==> src/rtl/instr_gather_pkg.sv <==
package instr_gather_pkg;
  localparam int BYTE_W  = 8;
  localparam int FLAG_W  = 4;
  localparam int LEN_W   = 2;
  localparam int CLS_W   = 4;
  localparam int IMM_W   = 2 * BYTE_W;
  localparam int CC_W    = 3;

  typedef enum logic [CLS_W-1:0] {
    K_OTHER   = 4'd0,
    K_MOVE    = 4'd1,
    K_ALU     = 4'd2,
    K_IMMLD   = 4'd3,
    K_DIRECT  = 4'd4,
    K_JUMP    = 4'd5,
    K_CALL    = 4'd6,
    K_RETURN  = 4'd7,
    K_RESTART = 4'd8
  } iclass_e;

  typedef enum logic [1:0] {
    ST_IDLE   = 2'd0,
    ST_GATHER = 2'd1,
    ST_HOLD   = 2'd2
  } gstate_e;
endpackage

==> src/rtl/op_shape_decode.sv <==
module op_shape_decode
  import instr_gather_pkg::*;
(
  input  logic [BYTE_W-1:0] op,
  output logic [LEN_W-1:0]  len,
  output iclass_e           cls,
  output logic              is_cond,
  output logic              is_always
);
  logic [1:0] top2;
  logic [2:0] low3;

  assign top2 = op[7:6];
  assign low3 = op[2:0];

  always_comb begin
    len       = 2'd1;
    cls       = K_OTHER;
    is_cond   = 1'b0;
    is_always = 1'b0;
    unique case (top2)
      2'b01: cls = K_MOVE;
      2'b10: cls = K_ALU;
      2'b00: begin
        if (low3 == 3'b110) begin
          len = 2'd2;
          cls = K_IMMLD;
        end else if (op[3:0] == 4'b0001) begin
          len = 2'd3;
          cls = K_IMMLD;
        end else if (low3 == 3'b010 && op[5]) begin
          len = 2'd3;
          cls = K_DIRECT;
        end
      end
      2'b11: begin
        unique case (low3)
          3'b000: begin cls = K_RETURN; is_cond = 1'b1; end
          3'b010: begin cls = K_JUMP; len = 2'd3; is_cond = 1'b1; end
          3'b100: begin cls = K_CALL; len = 2'd3; is_cond = 1'b1; end
          3'b110: begin cls = K_ALU; len = 2'd2; end
          3'b111: begin cls = K_RESTART; is_always = 1'b1; end
          3'b001: if (op[5:3] == 3'b001) begin cls = K_RETURN; is_always = 1'b1; end
          3'b011: if (op[5:3] == 3'b000) begin cls = K_JUMP; len = 2'd3; is_always = 1'b1; end
          3'b101: if (op[5:3] == 3'b001) begin cls = K_CALL; len = 2'd3; is_always = 1'b1; end
          default: cls = K_OTHER;
        endcase
      end
      default: cls = K_OTHER;
    endcase
  end
endmodule

==> src/rtl/cond_check.sv <==
module cond_check
  import instr_gather_pkg::*;
(
  input  logic [CC_W-1:0]   cc,
  input  logic [FLAG_W-1:0] flags,
  output logic              hit
);
  // cc[2:1] picks the flag, cc[0] is the value that makes the test true
  logic picked;
  assign picked = flags[cc[2:1]];
  assign hit    = (picked == cc[0]);
endmodule

==> src/rtl/byte_gather.sv <==
module byte_gather
  import instr_gather_pkg::*;
(
  input  logic              clk,
  input  logic              rst_n,
  input  logic [BYTE_W-1:0] in_byte,
  input  logic              in_valid,
  output logic              in_ready,
  input  logic [LEN_W-1:0]  dec_len,
  input  iclass_e           dec_cls,
  input  logic              dec_taken,
  output logic              out_valid,
  input  logic              out_ready,
  output logic [BYTE_W-1:0] out_op,
  output logic [BYTE_W-1:0] out_imm8,
  output logic [IMM_W-1:0]  out_imm16,
  output logic [LEN_W-1:0]  out_len,
  output iclass_e           out_cls,
  output logic              out_taken
);
  gstate_e           state_q, state_d;
  logic [LEN_W-1:0]  pos_q, pos_d;
  logic [LEN_W-1:0]  len_q;
  logic [BYTE_W-1:0] op_q, b2_q, b3_q, b2_d, b3_d;
  iclass_e           cls_q;
  logic              taken_q;
  logic              take, op_en, b2_en, b3_en;

  assign in_ready = (state_q != ST_HOLD);
  assign take     = in_valid && in_ready;
  assign op_en    = take && (state_q == ST_IDLE);
  assign b2_en    = op_en || (take && state_q == ST_GATHER && pos_q == 2'd1);
  assign b3_en    = op_en || (take && state_q == ST_GATHER && pos_q == 2'd2);
  assign b2_d     = op_en ? '0 : in_byte;
  assign b3_d     = op_en ? '0 : in_byte;

  always_comb begin
    state_d = state_q;
    pos_d   = pos_q;
    unique case (state_q)
      ST_IDLE: begin
        if (take) begin
          pos_d   = 2'd1;
          state_d = (dec_len == 2'd1) ? ST_HOLD : ST_GATHER;
        end
      end
      ST_GATHER: begin
        if (take) begin
          pos_d = pos_q + 2'd1;
          if (pos_q + 2'd1 == len_q) state_d = ST_HOLD;
        end
      end
      ST_HOLD: begin
        if (out_ready) begin
          state_d = ST_IDLE;
          pos_d   = 2'd0;
        end
      end
      default: state_d = ST_IDLE;
    endcase
  end

  always_ff @(posedge clk or negedge rst_n) begin
    if (!rst_n) begin
      state_q <= ST_IDLE;
      pos_q   <= '0;
    end else begin
      state_q <= state_d;
      pos_q   <= pos_d;
    end
  end

  always_ff @(posedge clk or negedge rst_n) begin
    if (!rst_n) begin
      op_q    <= '0;
      len_q   <= '0;
      cls_q   <= K_OTHER;
      taken_q <= 1'b0;
    end else if (op_en) begin
      op_q    <= in_byte;
      len_q   <= dec_len;
      cls_q   <= dec_cls;
      taken_q <= dec_taken;
    end
  end

  always_ff @(posedge clk or negedge rst_n) begin
    if (!rst_n) begin
      b2_q <= '0;
    end else if (b2_en) begin
      b2_q <= b2_d;
    end
  end

  always_ff @(posedge clk or negedge rst_n) begin
    if (!rst_n) begin
      b3_q <= '0;
    end else if (b3_en) begin
      b3_q <= b3_d;
    end
  end

  assign out_valid = (state_q == ST_HOLD);
  assign out_op    = op_q;
  assign out_imm8  = b2_q;
  assign out_imm16 = (len_q == 2'd3) ? {b3_q, b2_q} : '0;
  assign out_len   = len_q;
  assign out_cls   = cls_q;
  assign out_taken = taken_q;
endmodule

==> src/rtl/instr_gather.sv <==
module instr_gather
  import instr_gather_pkg::*;
#(
  parameter int RST_STAGES = 2
) (
  input  logic                clk,
  input  logic                rst_n,
  input  logic [BYTE_W-1:0]   in_byte,
  input  logic                in_valid,
  output logic                in_ready,
  input  logic [FLAG_W-1:0]   flag_vec,
  output logic                rec_valid,
  input  logic                rec_ready,
  output logic [BYTE_W-1:0]   rec_opcode,
  output logic [BYTE_W-1:0]   rec_imm8,
  output logic [IMM_W-1:0]    rec_imm16,
  output logic [LEN_W-1:0]    rec_len,
  output logic [CLS_W-1:0]    rec_class,
  output logic                rec_taken
);
  logic [RST_STAGES-1:0] rst_pipe;
  logic                  core_rst_n;

  always_ff @(posedge clk or negedge rst_n) begin
    if (!rst_n) rst_pipe <= '0;
    else        rst_pipe <= {rst_pipe[RST_STAGES-2:0], 1'b1};
  end
  assign core_rst_n = rst_pipe[RST_STAGES-1];

  logic [LEN_W-1:0] dec_len;
  iclass_e          dec_cls;
  iclass_e          out_cls;
  logic             dec_cond, dec_always, cond_hit, dec_taken;

  op_shape_decode u_decode (
    .op        (in_byte),
    .len       (dec_len),
    .cls       (dec_cls),
    .is_cond   (dec_cond),
    .is_always (dec_always)
  );

  cond_check u_cond (
    .cc    (in_byte[5:3]),
    .flags (flag_vec),
    .hit   (cond_hit)
  );

  assign dec_taken = dec_always || (dec_cond && cond_hit);

  byte_gather u_gather (
    .clk       (clk),
    .rst_n     (core_rst_n),
    .in_byte   (in_byte),
    .in_valid  (in_valid),
    .in_ready  (in_ready),
    .dec_len   (dec_len),
    .dec_cls   (dec_cls),
    .dec_taken (dec_taken),
    .out_valid (rec_valid),
    .out_ready (rec_ready),
    .out_op    (rec_opcode),
    .out_imm8  (rec_imm8),
    .out_imm16 (rec_imm16),
    .out_len   (rec_len),
    .out_cls   (out_cls),
    .out_taken (rec_taken)
  );

  assign rec_class = out_cls;
endmodule

==> config.mk <==
export PLATFORM = sky130hd
export DESIGN_NAME = instr_gather
export DESIGN_NICKNAME = d
export VERILOG_FILES = /design/src/rtl/instr_gather_pkg.sv /design/src/rtl/op_shape_decode.sv /design/src/rtl/cond_check.sv /design/src/rtl/byte_gather.sv /design/src/rtl/instr_gather.sv
export SDC_FILE = /design/constraint.sdc
export NUM_CORES = 1
export LEC_CHECK = 0
export CAP_MARGIN = 20
export CORE_UTILIZATION = 48
export DETAILED_ROUTE_END_ITERATION = 10
export PLACE_DENSITY_LB_ADDON = 0.25
export SLEW_MARGIN = 25
export SYNTH_ARGS = -nofsm -noshare
export SYNTH_HDL_FRONTEND = slang
export SYNTH_SLANG_ARGS = --single-unit
==> constraint.sdc <==
create_clock -name clk -period 1.5 [get_ports clk]
set_clock_uncertainty 0.15 [all_clocks]
set_input_delay 0.3 -clock clk [delete_from_list [all_inputs] [get_ports clk]]
set_output_delay 0.3 -clock clk [all_outputs]
set_load 0.03 [all_outputs]
==> results of run 1 <==
==> routing by layer <==
layer / vias up / global-route usage [%] / share of wire (%)
li1: 1024 / - / -
met1: 1190 / 33.8 / 34
met2: 209 / 52.7 / 50
met3: 77 / 6.25 / 9.2
met4: 2 / 14.4 / 6.4
met5: - / 0 / 0.14
==> power by group through the flow <==
stage               logic [mW]  registers [mW]  clock network [mW]
detailed placement        2.65            1.56                   0
CTS                       3.01            1.50               0.698
global placement          2.57            1.53                   0
finish                    3.74            1.60               0.721
floorplan                 1.17            1.97                   0
global route              3.91            1.62               0.759
==> worst max path at each step <==
stage,start,end,slack (ns),cells past startpoint
detailed placement,in_byte[6],u_gather.state_q[1],-0.75,7
finish,u_gather.out_len[0],rec_imm16[12],-0.25,3
global placement,in_byte[6],u_gather.state_q[1],-0.69,7
global route,u_gather.out_len[0],rec_imm16[12],-0.26,3
CTS,u_gather.state_q[1],in_ready,-0.21,4
floorplan,u_gather.state_q[0],u_gather.pos_q[0],-0.12,6
==> synth_stat cells, types with 2 or more instances <==
cell type,number
nand2_1,59
dfrtp_1,37
a21oi_1,24
and3_1,19
clkbuf_1,14
inv_1,11
ha_1,10
o21ai_0,6
o21ai_1,6
nand3_1,4
nor2_1,4
nor2b_1,4
nand2b_1,3
o31ai_1,3
xnor2_1,3
nand3b_1,2
nor3_1,2
o31ai_2,2
==> stage by stage <==
stage	TNS, ns	utilization [%]	hold WS, ns
after CTS	-4.34	84.6	0.00357
after detailed placement	-12.64	73.8	0.138
after global routing	-10.11	92.4	-0.000577
after global placement	-11.56	73.8	0.138
after floorplan	-1.50	-	-0.146
final	-8.72	92.4	-0.00450
==> cell families (layout without fill, tap and decap cells) <==
group | after synthesis | in the layout | share of synthesized area (%)
AOI/OAI and AO/OA | 53 | 53 | 17.1
xor gates and xnor gates | 3 | 3 | 1.27
adders and majority gates | 10 | 10 | 6.03
buffers and inverters | 26 | 137 | 5.06
DFF | 37 | 37 | 44.6
muxes | 2 | 2 | 1.63
other | 1 | 1 | 0.181
and+or+nand+nor | 104 | 104 | 24.2
==> flip-flops by register name, indices dropped and copies added (netlist names) <==
signal and cells:
u_gather.b3_q 8, u_gather.out_imm8 8, u_gather.out_op 8, u_gather.out_cls 4, rst_pipe 2, u_gather.out_len 2
u_gather.pos_q 2, u_gather.state_q 2, u_gather.out_taken 1
==> area by class of cell <==
type                    count  area (sq um)
multi-input cells         173          1580
repair buffers            118          1080
flip-flops and latches     37           930
fillers                   139           309
clock buffers               5          68.8
well taps                  50          62.6
inverters                  11          41.3
clock inverters             3          17.5
==> what timing repair did <==
action                     CTS  global route
hold buffers                 0             0
gates resized for setup    126           100
buffers inserted            14             3
setup endpoints to repair   68            66
pin swaps                   30            32
cloned                       1             3
==> metrics.txt, run 1 <==
commonest non-fill, non-tap cells in the layout=52 x buf_4, 34 x buf_6, 34 x dfrtp_1; FF+latch count, synth=37; failing checks=negative hold slack, negative setup slack; clock share of power=11.9%; fin cells=~400; Ports=57; status=finished with violations; Initial DRC Count=roughly 210; arrival time worst endpoint=~1.3 ns; Antenna Cells=0; Seq/Total Area, Yosys=around 45%; routed wire length per instance=around 23 um; Buf+Inv Stages, Crit Path=2; r2r endpoint=u_gather.out_imm8[0]; CP Class=reg -> out; DR vias=2502; fin crit period=approximately 1.7 ns; Max Cap Viol=0; Row Count=23; synthesized instance count=236; crit-path cells=buf_6, and3_4, buf_6; synthesized area=about 2100 sq um; H-tree Lvls=2; Final WS setup=-0.246 ns; pin count of the biggest net entering global routing=36; reg2reg start=u_gather.state_q[1]; design area=3780 sq um; CORE AREA=slightly above 4000 sq um; placed insts=~370; Main synth FF type=dfrtp_1; die area=approximately 4600 sq um; GRT overflow=0; total chip power=approximately 6.1 mW; share of cells above drive strength 1=65.4%; Post-synth EDFFs=0; Reg2Reg Setup Slack=-0.22 ns; Final setup violation count=56; yosys warns=0; commonest non-fill, non-tap cell in the layout=buf_4; sequential share of power=26.5%; vias per cell=around 6.3; Syn Area/Cell=~9 sq um; Place WS=-0.754 ns; initial antenna violation count=1; Final Hold Viols=2; worst skew pair latency=a little over 0.3 ns; CP most frequent cell=buf_6; drt first pass iters=5; Crit Path Max Fanout=5; CTS Buffer Depth=2; clock sink count=37; Crit. End Element=output port; Initial Util=50.8%; vias in the first global route=~2100; GPL Wtd Cong=~0.85; VDD IR max=1.22 mV; area growth from synthesis to layout=82.0%; Detail Route Antenna Nets=0; Worst R2R Path Depth=6; max-slew violations=0; Int Pwr=between 3 and 4 mW; first-pass GRT wire length=between 9 and 10 mm; TritonCTS Buffers=5; Comb pwr share=61.6%; Synthesized Nets=between 200 and 300; synth unique cells=41; fin crit share=116%; CP max stage cell=dfrtp_2; WP data required=1.05 ns; crit start category=flip-flop; CTS Root Cell=clkbuf_8; Die Ht=about 68 um; synth top area cells=dfrtp_1 45%, nand2_1 11%, ha_1 6.0%, a21oi_1 5.8%, and3_1 5.7%; Final nets=between 300 and 400; # port buffers=56; dominant cell type by area after synthesis=dfrtp_1; CTS tree=done; DRC viols=0; post-placement cell area=3020 sq um; P_leak=approximately 1.8 nW; Min Hold Slack=-0.00450 ns; die width=67.8 um; RSZ-0062 raised after global routing=true; Async SR Flop Fraction=between 90% and 100%; Switch Pwr=between 2 and 3 mW; hold crit path type=in -> async; Peak Freq=between 0.5 and 0.6 GHz; CP delay by family, top=flip-flops; switch share=between 40% and 50%; global router's overall resource usage=approximately 30%; Post-DP HPWL=4.12 mm; WL final=~9.2 mm; top cell type's share of synthesized area=between 40 and 50%; Power Density=approximately 1600 nW/um^2; Crit path largest cell delay=0.46 ns; Clock transition at path regs=approximately 0.09 ns
(Power assumes the default switching activity.)
==> run 2, diff against run 1 <==
--- a/config.mk
+++ b/config.mk
@@ -6,7 +6,7 @@
 export NUM_CORES = 1
 export LEC_CHECK = 0
 export CAP_MARGIN = 20
-export CORE_UTILIZATION = 48
+export CORE_UTILIZATION = 35
 export DETAILED_ROUTE_END_ITERATION = 10
 export PLACE_DENSITY_LB_ADDON = 0.25
 export SLEW_MARGIN = 25
==> run 2 against run 1 <==
Against the previous run:
- the run ends with negative setup slack left
- clock-buffer cell count unchanged
- critical path depth up 5
- first-iteration DRC count down 38%
==> metrics.txt, run 2 (same netlist as run 1, synthesis figures left out) <==
die area=6240 sq um (was 4590 sq um); VDD IR max=1.24 mV (was 1.22 mV); total chip power=5.65 mW (was 6.06 mW); sequential share of power=26.7% (was 26.5%); Post-DP HPWL=3.98 mm (was 4.12 mm); worst skew pair latency=0.29 ns (was 0.31 ns); TritonCTS Buffers=5 (unchanged); vias per cell=5.04 (was 6.30); post-placement cell area=3010 sq um (was 3020 sq um); area growth from synthesis to layout=78.7% (was 82.0%); Worst R2R Path Depth=8 (was 6); CORE AREA=5610 sq um (was 4090 sq um); commonest non-fill, non-tap cell in the layout=buf_4 (unchanged); H-tree Lvls=2 (unchanged); WP data required=1.53 ns (was 1.05 ns); Final Hold Viols=0 (was 2); switch share=41.8% (was 46.2%); global router's overall resource usage=20.3% (was 29.9%); share of cells above drive strength 1=58.1% (was 65.4%); Clock transition at path regs=0.08 ns (was 0.09 ns); CP most frequent cell=buf_6 (unchanged); Critical Path Stages=8 (was 3); Switch Pwr=2.36 mW (was 2.80 mW); CP delay by family, top=flip-flops (unchanged); reg2reg start=u_gather.state_q[1] (unchanged); Final nets=371 (was 372); drt first pass iters=4 (was 5); pin count of the biggest net entering global routing=36 (unchanged); Ports=57 (unchanged); Initial Util=37.0% (was 50.8%); die width=79.0 um (was 67.8 um); design area=3710 sq um (was 3780 sq um); Power Density=1520 nW/um^2 (was 1600 nW/um^2); CP max stage cell=dfrtp_2 (unchanged); # port buffers=56 (unchanged); P_leak=1.73 nW (was 1.75 nW); initial antenna violation count=0 (was 1); Final WS setup=-0.246 ns (unchanged); CP Class=reg -> reg (was reg -> out); commonest non-fill, non-tap cells in the layout=59 x buf_4, 41 x nand2_1, 37 x buf_6 (was 52 x buf_4, 34 x buf_6, 34 x dfrtp_1); CTS tree=done (unchanged); Antenna Cells=0 (unchanged); first-pass GRT wire length=9.78 mm (was 9.89 mm); fin crit period=1.75 ns (unchanged); Max Cap Viol=0 (unchanged); vias in the first global route=2028 (was 2141); clock share of power=15.7% (was 11.9%); WL final=6.20 mm (was 9.18 mm); Initial DRC Count=133 (was 214); clock sink count=37 (unchanged); Peak Freq=0.573 GHz (unchanged); status=finished with violations (unchanged); fin crit share=116% (unchanged); GRT overflow=0 (unchanged); Crit path largest cell delay=0.45 ns (was 0.46 ns); crit-path cells=ha_4, buf_6, nor2b_4, buf_6, nand3_1, buf_6, nand2_1, a21oi_2 (was buf_6, and3_4, buf_6); DRC viols=0 (unchanged); GPL Wtd Cong=0.835 (was 0.848); RSZ-0062 raised after global routing=true (unchanged); Critical path origin=u_gather.state_q[1] (was u_gather.out_len[0]); CTS Root Cell=clkbuf_8 (unchanged); Die Ht=79.0 um (was 67.8 um); failing checks=negative setup slack (was negative hold slack, negative setup slack); Buf+Inv Stages, Crit Path=3 (was 2); Row Count=27 (was 23); arrival time worst endpoint=1.77 ns (was 1.30 ns); Crit Path Max Fanout=8 (was 5); # hold bufs at CTS=0 (unchanged); fin cells=418 (was 397); Crit. End Element=flip-flop (was output port); max-slew violations=0 (unchanged); TNS Setup=-8.96 ns (was -8.72 ns); DR vias=2107 (was 2502); Comb pwr share=57.5% (was 61.6%); Final setup violation count=51 (was 56); Int Pwr=3.28 mW (was 3.26 mW); hold crit path type=in -> async (unchanged); Detail Route Antenna Nets=0 (unchanged); crit start category=flip-flop (unchanged); routed wire length per instance=14.8 um (was 23.1 um); CTS Buffer Depth=2 (unchanged); placed insts=390 (was 368)
## run 2: changes by cell type in the layout (fill, tap and decap cells not counted), sizes merged
cell | before | now
buf | 93 | 100
bufinv | 0 | 1
clkbuf | 17 | 9
clkinv | 2 | 1
## run 2: area by class of cell
| cell class | instances | area [sq um] |
|---|---|---|
| clock inverters | 3 | 46.3 |
| clock buffers | 5 | 68.8 |
| multi-input cells | 173 | 1460 |
| well taps | 72 | 90.1 |
| flip-flops and latches | 37 | 930 |
| inverters | 11 | 41.3 |
| repair buffers | 117 | 1080 |
| fillers | 430 | 1900 |
## run 2: worst paths after layout
kind	end	slack, ns
worst max register to register	u_gather.out_imm8[4]	-0.25
worst min-delay path	rst_pipe[0]	0.009
max in group asynchronous	u_gather.out_len[1]	0.72
worst max-delay path	u_gather.out_imm8[4]	-0.25
worst min register to register	u_gather.out_imm8[0]	0.13
min in group clk	rst_pipe[1]	0.21
## run 2: through the flow
stage	worst slack, ns	hold slack [ns]	utilization (%)
6_report	-0.246	0.00885	66.1
3_3_place_gp	-0.664	0.142	53.7
3_5_place_dp	-0.723	0.143	53.7
5_1_grt	-0.302	0.0117	66.1
4_1_cts	-0.206	0.00573	61.4
2_1_floorplan	-0.120	-0.146	-
## run 2: power by group through the flow
| stage | Clock, mW | Combinational [mW] | Sequential [mW] |
|---|---|---|---|
| 2_1_floorplan | 0 | 1.17 | 1.97 |
| 3_3_place_gp | 0 | 2.50 | 1.55 |
| 3_5_place_dp | 0 | 2.53 | 1.56 |
| 4_1_cts | 0.912 | 2.92 | 1.50 |
| 5_1_grt | 0.956 | 3.47 | 1.55 |
| 6_report | 0.889 | 3.25 | 1.51 |
## run 2: routing by layer
layer	vias up	global-route usage, %	part of all wire [%]
met5	-	0	0
met4	0	6.73	1.6
met3	9	3.56	3.1
met2	43	33.4	49
met1	1032	26.8	46
li1	1023	-	-
## run 2: timing repair
item                                    in CTS  in global routing
endpoints found under the setup margin      60                 59
pin swaps                                   20                 20
gates cloned                                 0                  2
gates resized for setup                     95                 70
endpoints found under the hold margin        0                  0
setup buffers                               15                  4
==> run 3, diff against run 2 <==
--- a/config.mk
+++ b/config.mk
@@ -5,7 +5,7 @@
 export SDC_FILE = /design/constraint.sdc
 export NUM_CORES = 1
 export LEC_CHECK = 0
-export CAP_MARGIN = 20
+export ABC_CLOCK_PERIOD_IN_PS = 1500
 export CORE_UTILIZATION = 35
 export DETAILED_ROUTE_END_ITERATION = 10
 export PLACE_DENSITY_LB_ADDON = 0.25
==> results of run 3 <==
The final DEF is identical to that of run 2; final timing and power are the same.
